[config.mk]
export PLATFORM = sky130hd
export DESIGN_NAME = rsp_event_classifier
export DESIGN_NICKNAME = d
export VERILOG_FILES = /design/src/rtl/rsp_cls_pkg.sv /design/src/rtl/rsp_txn_table.sv /design/src/rtl/rsp_event_decode.sv /design/src/rtl/rsp_event_classifier.sv
export SDC_FILE = /design/constraint.sdc
export NUM_CORES = 1
export LEC_CHECK = 0
export BUFFER_PORTS_ARGS = -buffer_cell sky130_fd_sc_hd__buf_2
export CORE_MARGIN = 4
export CORE_UTILIZATION = 55
export DETAILED_ROUTE_END_ITERATION = 10
export GPL_ROUTABILITY_DRIVEN = 0
export HOLD_SLACK_MARGIN = 0.06
export PLACE_DENSITY_LB_ADDON = 0.25
export SYNTH_ARGS = -nofsm -noshare
export SYNTH_HDL_FRONTEND = slang
export SYNTH_HIERARCHICAL = 1
export SYNTH_SLANG_ARGS = --single-unit
[constraint.sdc]
create_clock -name clk -period 3.65 [get_ports clk]
set_input_delay 0.365 -clock clk [delete_from_list [all_inputs] [get_ports clk]]
set_output_delay 0.365 -clock clk [all_outputs]
set_load 0.02 [all_outputs]
[src/rtl/rsp_cls_pkg.sv]
package rsp_cls_pkg;

  localparam logic [2:0] RT_DATA      = 3'd0;
  localparam logic [2:0] RT_DATA_EXCL = 3'd1;
  localparam logic [2:0] RT_ACK       = 3'd2;
  localparam logic [2:0] RT_WB_ACK    = 3'd3;

  localparam logic [2:0] LS_RD_PEND     = 3'd5;
  localparam logic [2:0] LS_RD_PEND_INV = 3'd6;

  typedef enum logic [2:0] {
    EV_DATA      = 3'd0,
    EV_DATA_ALL  = 3'd1,
    EV_DATA_EXCL = 3'd2,
    EV_PEER_DATA = 3'd3,
    EV_ACK       = 3'd4,
    EV_ACK_LAST  = 3'd5,
    EV_WB_ACK    = 3'd6
  } evt_e;

endpackage

[src/rtl/rsp_txn_table.sv]
module rsp_txn_table #(
  parameter int N      = 4,
  parameter int ADDR_W = 16,
  parameter int CNT_W  = 6
) (
  input  logic                     clk,
  input  logic                     rst_n,
  input  logic                     alloc_en,
  input  logic [ADDR_W-1:0]        alloc_addr,
  output logic                     alloc_ok,
  input  logic                     free_en,
  input  logic [ADDR_W-1:0]        free_addr,
  input  logic [ADDR_W-1:0]        look_addr,
  output logic                     look_hit,
  output logic signed [CNT_W-1:0]  look_cnt,
  input  logic                     upd_en,
  input  logic signed [CNT_W-1:0]  upd_cnt
);
  localparam int IDX_W = (N > 1) ? $clog2(N) : 1;

  logic [N-1:0]              vld_q, vld_d;
  logic [ADDR_W-1:0]         tag_q [N];
  logic [ADDR_W-1:0]         tag_d [N];
  logic signed [CNT_W-1:0]   cnt_q [N];
  logic signed [CNT_W-1:0]   cnt_d [N];
  logic [N-1:0]              ent_we;
  logic [N-1:0]              m_look, m_alloc, m_free;
  logic                      slot_found;
  logic [IDX_W-1:0]          slot_idx;

  // address match per entry for the three lookup ports
  for (genvar i = 0; i < N; i++) begin : g_match
    assign m_look[i]  = vld_q[i] && (tag_q[i] == look_addr);
    assign m_alloc[i] = vld_q[i] && (tag_q[i] == alloc_addr);
    assign m_free[i]  = vld_q[i] && (tag_q[i] == free_addr);
  end

  // lowest free slot
  always_comb begin
    slot_found = 1'b0;
    slot_idx   = '0;
    for (int i = N - 1; i >= 0; i--) begin
      if (!vld_q[i]) begin
        slot_found = 1'b1;
        slot_idx   = IDX_W'(i);
      end
    end
  end

  assign alloc_ok = alloc_en && slot_found && !(|m_alloc);
  assign look_hit = |m_look;

  always_comb begin
    look_cnt = '0;
    for (int i = 0; i < N; i++) begin
      if (m_look[i]) look_cnt = look_cnt | cnt_q[i];
    end
  end

  // next state: update, then release, then allocation into a free slot
  always_comb begin
    for (int i = 0; i < N; i++) begin
      vld_d[i]  = vld_q[i];
      tag_d[i]  = tag_q[i];
      cnt_d[i]  = cnt_q[i];
      ent_we[i] = 1'b0;
      if (upd_en && m_look[i]) begin
        cnt_d[i]  = upd_cnt;
        ent_we[i] = 1'b1;
      end
      if (free_en && m_free[i]) begin
        vld_d[i] = 1'b0;
      end
      if (alloc_ok && (slot_idx == IDX_W'(i))) begin
        vld_d[i]  = 1'b1;
        tag_d[i]  = alloc_addr;
        cnt_d[i]  = '0;
        ent_we[i] = 1'b1;
      end
    end
  end

  always_ff @(posedge clk or negedge rst_n) begin
    if (!rst_n) vld_q <= '0;
    else        vld_q <= vld_d;
  end

  always_ff @(posedge clk) begin
    for (int i = 0; i < N; i++) begin
      if (ent_we[i]) begin
        tag_q[i] <= tag_d[i];
        cnt_q[i] <= cnt_d[i];
      end
    end
  end

endmodule

[src/rtl/rsp_event_decode.sv]
module rsp_event_decode
  import rsp_cls_pkg::*;
#(
  parameter int CNT_W = 6,
  parameter int ACK_W = 4
) (
  input  logic [2:0]               rtype,
  input  logic                     from_peer,
  input  logic [2:0]               lstate,
  input  logic signed [CNT_W-1:0]  pend,
  input  logic signed [ACK_W-1:0]  ack,
  output logic                     legal,
  output evt_e                     evt,
  output logic                     upd,
  output logic signed [CNT_W-1:0]  new_cnt
);
  logic signed [CNT_W-1:0] ack_x;
  logic signed [CNT_W-1:0] diff;
  logic                    rd_pend;

  assign ack_x   = CNT_W'(ack);
  assign diff    = pend - ack_x;
  assign rd_pend = (lstate == LS_RD_PEND) || (lstate == LS_RD_PEND_INV);

  always_comb begin
    legal   = 1'b1;
    upd     = 1'b0;
    new_cnt = pend;
    evt     = EV_DATA;
    case (rtype)
      RT_DATA_EXCL: evt = EV_DATA_EXCL;
      RT_DATA: begin
        if (from_peer && rd_pend) begin
          evt = EV_PEER_DATA;
        end else begin
          upd     = 1'b1;
          new_cnt = diff;
          evt     = (diff == '0) ? EV_DATA_ALL : EV_DATA;
        end
      end
      RT_ACK: begin
        upd     = 1'b1;
        new_cnt = diff;
        evt     = (diff == '0) ? EV_ACK_LAST : EV_ACK;
      end
      RT_WB_ACK: evt = EV_WB_ACK;
      default:   legal = 1'b0;
    endcase
  end

endmodule

[src/rtl/rsp_event_classifier.sv]
module rsp_event_classifier
  import rsp_cls_pkg::*;
#(
  parameter int N      = 4,
  parameter int ADDR_W = 16,
  parameter int CNT_W  = 6,
  parameter int ACK_W  = 4
) (
  input  logic                     clk,
  input  logic                     rst_n,
  input  logic                     alloc_en,
  input  logic [ADDR_W-1:0]        alloc_addr,
  output logic                     alloc_ok,
  input  logic                     free_en,
  input  logic [ADDR_W-1:0]        free_addr,
  input  logic                     rsp_valid,
  output logic                     rsp_ready,
  input  logic [ADDR_W-1:0]        rsp_addr,
  input  logic [2:0]               rsp_type,
  input  logic signed [ACK_W-1:0]  rsp_ack_cnt,
  input  logic                     rsp_from_peer,
  input  logic [2:0]               rsp_line_state,
  output logic                     rsp_err,
  output logic                     evt_valid,
  output logic [2:0]               evt_code,
  output logic signed [CNT_W-1:0]  evt_pending
);
  logic                    hit;
  logic signed [CNT_W-1:0] cur_cnt;
  logic                    legal;
  evt_e                    dec_evt;
  logic                    dec_upd;
  logic signed [CNT_W-1:0] dec_cnt;
  logic                    accept;

  logic                    ev_vld_q, ev_vld_d;
  evt_e                    ev_code_q, ev_code_d;
  logic signed [CNT_W-1:0] ev_cnt_q, ev_cnt_d;

  rsp_txn_table #(.N(N), .ADDR_W(ADDR_W), .CNT_W(CNT_W)) u_table (
    .clk        (clk),
    .rst_n      (rst_n),
    .alloc_en   (alloc_en),
    .alloc_addr (alloc_addr),
    .alloc_ok   (alloc_ok),
    .free_en    (free_en),
    .free_addr  (free_addr),
    .look_addr  (rsp_addr),
    .look_hit   (hit),
    .look_cnt   (cur_cnt),
    .upd_en     (accept && dec_upd),
    .upd_cnt    (dec_cnt)
  );

  rsp_event_decode #(.CNT_W(CNT_W), .ACK_W(ACK_W)) u_dec (
    .rtype     (rsp_type),
    .from_peer (rsp_from_peer),
    .lstate    (rsp_line_state),
    .pend      (cur_cnt),
    .ack       (rsp_ack_cnt),
    .legal     (legal),
    .evt       (dec_evt),
    .upd       (dec_upd),
    .new_cnt   (dec_cnt)
  );

  assign accept    = rsp_valid && hit && legal;
  assign rsp_ready = accept;
  assign rsp_err   = rsp_valid && !(hit && legal);

  always_comb begin
    ev_vld_d  = accept;
    ev_code_d = ev_code_q;
    ev_cnt_d  = ev_cnt_q;
    if (accept) begin
      ev_code_d = dec_evt;
      ev_cnt_d  = dec_cnt;
    end
  end

  always_ff @(posedge clk or negedge rst_n) begin
    if (!rst_n) begin
      ev_vld_q  <= 1'b0;
      ev_code_q <= EV_DATA;
      ev_cnt_q  <= '0;
    end else begin
      ev_vld_q  <= ev_vld_d;
      ev_code_q <= ev_code_d;
      ev_cnt_q  <= ev_cnt_d;
    end
  end

  assign evt_valid   = ev_vld_q;
  assign evt_code    = ev_code_q;
  assign evt_pending = ev_cnt_q;

endmodule

==> qor.yml <==
drt_wl_total_um: 17400
detailedRoute.firstPassIterationCount: 5
criticalPathCategory: "reg -> reg"
clkSlewWorstSetupHoldPaths_ps: 70
fraction_of_layout_instances_using_a_drive_strength_above_1_pct: 23.8
worst_slew_pin_tran_ps: 1100
yosysWarningCount: 6
endpoint_kind: "register"
synth.yosys.seq_area_share_pct: 47.7
die-height_um: 115
placement.cell_area_sq_um: 6830
place.port_buffers: 76
ctsRootBufferMaster: "clkbuf_16"
stdcell_area_sq_um: 7240
period_share_pct: 97.8
globalRoute.totalOverflow: 0
period_needed_ps: 3570
number_of_global_route_vias_before_repair: 4462
antenna_cells_inserted: 0
detailed_place_hpwl_um: 13300
cts_tree: "done"
startpoint_type: "register"
fillers: 820
fmax_mhz: 280
timing.clock.skew_ps: 10.1
reg2reg_setup_slack_ps: 80
run_status: "complete, no violations"
finalNetCount: 683
cell_breakdown_of_the_critical_path: "xor2_1, nor4_2, nand4_1, nor4_4, buf_4, a22oi_1, nand2_1, ha_1, and3_4, or3_1, a21oi_1, nand4b_1, a211oi_2, mux2_4"
grt_max_degree: 25
timing.max_cap.violations: 0
drc_errors: 0
worst_skew_pair.late_latency_ps: 360
critical_path_required_ps: 3950
die_area_sq_um: 13200
placeableCoreArea_sq_um: 11000
hold_class: "in -> reg"
ir_worst_vdd_mv: 0.459
post_synth_num_cell_types: 41
min_delay_path_depth: 1
cellPowerDensity_nw_per_um2: 404
reg2reg_depth: 14
drt_iter0_markers: 624
syn_to_final_growth_pct: 15.5
route.detailed.wl_per_inst_um: 23.0
global_route_wire_length_before_repair_um: 25900
relSlewSlack_pct: 26.2
grt.total_usage_pct: 26.7
post_drt_via_cell_ratio: 6.02
synth_nets: 591
top_level_ports: 77
cts_h_tree_lvls: 3
cts_sinks: 102
die_x_um: 115
synth.ff_latch_count: 102
final_hold_viol_count: 0
timing.final.max_slew_violations: 0
final_core_util_pct: 66.0
netlist_instances: 521
num_vias: 4560
syn_avg_cell_area_sq_um: 12.0
critical_path.max_fanout: 7
critical_path.slowest_cell: "edfxtp_1"
crit_arrival_ps: 3860
cp_slowest_stage_delay_ps: 460
total_clock_buffers_created_by_cts: 9
row_count: 38
initial_utilization_pct: 57.1
endpoints_failing_setup: 0
antenna_violations_before_repair: 0
power.static_leakage_nw: 2.74
synth_area_sq_um: 6270
cts-root-to-sink-buffers: 2
route.antenna.remaining_nets: 0
-- cells by family after synthesis --
kind of cell	count (synthesis)	synth area share (%)
AO/OA/AOI/OAI	41	4.99
XOR/XNOR	196	27.4
adder cells (fa/ha/maj)	6	1.32
buffers and inverters	33	2.11
flip-flops	102	47.7
multiplexers	10	2.27
AND/OR/NAND/NOR	133	14.2
-- power breakdown --
group / total, W / internal (W) / switching, W / leakage (nW)
Combinational: 0.000563 / 0.000225 / 0.000338 / 1.62
Sequential: 0.00145 / 0.00137 / 0.0000873 / 0.983
Clock: 0.000909 / 0.000465 / 0.000444 / 0.136
Total: 0.00293 / 0.00206 / 0.000869 / 2.74
-- cell usage in the layout, fill, tap and decap left out, types with 3 or more instances in the layout --
master     count
nor2_1         4
xnor2_1      118
ha_1           5
edfxtp_1      88
clkbuf_16      9
a22oi_1       12
nor4_2         3
nand4_1       29
nor3_1         4
inv_1         12
nor2b_1       25
nand2_1       20
buf_2         76
nor4_1        17
a21oi_1        4
buf_4         24
a21o_1         8
dfrtp_1       14
clkinv_2       3
o21ai_0        5
nor4_4         8
nand3_1        9
xor2_1        78
mux2_4         8
-- what timing repair did --
| action | 4_1_cts | 5_1_grt |
|---|---|---|
| setup buffers | 0 | 13 |
| setup endpoints to repair | 5 | 15 |
| hold endpoints to repair | 14 | 0 |
| gates cloned | 0 | 0 |
| hold buffers | 1 | 0 |
| resized for setup | 2 | 5 |
| pin swaps | 0 | 10 |
-- sequential cells by signal, summed over array words and instances, names as in the netlist --
name           flops
u_table/cnt_q     24
evt_valid          1
u_table/tag_q     64
u_table/vld_q      4
evt_code           3
evt_pending        6
-- metal layers --
metal	part of all wire, %	GRT usage [%]	up-vias
met3	12	9.68	29
met4	1.8	6.18	0
met1	43	38.6	2225
met2	44	38.9	272
li1	-	-	2034
met5	0	0	-
-- critical path, delay by kind of cell, from the launching register on --
| family | cells | cell delay (ps) |
|---|---|---|
| compound gates | 3 | 510 |
| xor+xnor | 1 | 190 |
| fa+ha+maj | 1 | 290 |
| buf+inv | 1 | 220 |
| flops | 1 | 460 |
| mux | 1 | 160 |
| simple gates | 7 | 1690 |
-- final timing paths --
| path | from | to |
|---|---|---|
| setup / recovery | u_table/tag_q[3][15] | evt_code[0] |
| hold / removal | alloc_addr[3] | u_table/tag_q[1][3] |
| min in group asynchronous | rst_n | u_table/vld_q[0] |
| setup reg to reg | u_table/tag_q[3][15] | evt_code[0] |
| hold reg to reg | evt_pending[3] | evt_pending[3] |
| max in group asynchronous | rst_n | evt_valid |
-- layout make-up --
cell class | instances | area (sq um) | area share, %
multi-input combinational | 386 | 3180 | 43.8
sequential | 102 | 2990 | 41.3
timing repair buffer | 102 | 582 | 8.03
clock buffer | 9 | 225 | 3.11
tap | 140 | 175 | 2.42
clock inverter | 7 | 48.8 | 0.674
inverter | 12 | 45.0 | 0.622
-- stage by stage --
step | setup slack, ps | std cells | hold slack [ps] | TNS, ps | power (W)
floorplan | 561 | 521 | 69.4 | 0 | 0.00179
global placement | 20.5 | 728 | 281 | 0 | 0.00200
detailed placement | -0.687 | 728 | 286 | -0.687 | 0.00201
CTS | 13.0 | 745 | 320 | 0 | 0.00291
global route | -80.9 | 758 | 337 | -356 | 0.00303
finish | 81.7 | 758 | 330 | 0 | 0.00293
-- cells in the mapped netlist --
cell,number,area share [%]
xnor2_1,118,16
edfxtp_1,88,42
xor2_1,78,11
nand4_1,29,2.9
nor2b_1,25,2.5
nand2_1,20,1.2
nor4_1,20,2.0
clkbuf_1,19,1.1
dfrtp_1,14,5.6
a22oi_1,12,1.4
inv_1,12,0.72
nand3_1,9,0.72
a21o_1,8,0.96
mux2_4,8,1.9
nor4_4,8,2.7
o21ai_0,6,0.48
a21oi_1,5,0.40
ha_1,5,1.0
nor2_1,4,0.24
nor3_1,4,0.32
a21boi_0,2,0.24
and3_1,2,0.20
mux2_2,2,0.36
nand2b_1,2,0.20
nand3b_1,2,0.24
nand4b_1,2,0.28
o22ai_4,2,0.64
or3_1,2,0.20
a211oi_2,1,0.20
a21o_2,1,0.14
a31o_2,1,0.14
a31oi_1,1,0.10
and2_1,1,0.10
and3_4,1,0.18
buf_2,1,0.080
buf_6,1,0.18
fa_1,1,0.32
nand3_2,1,0.16
o31ai_1,1,0.12
o32ai_1,1,0.14
or4_1,1,0.12
(Power assumes the default switching activity.)
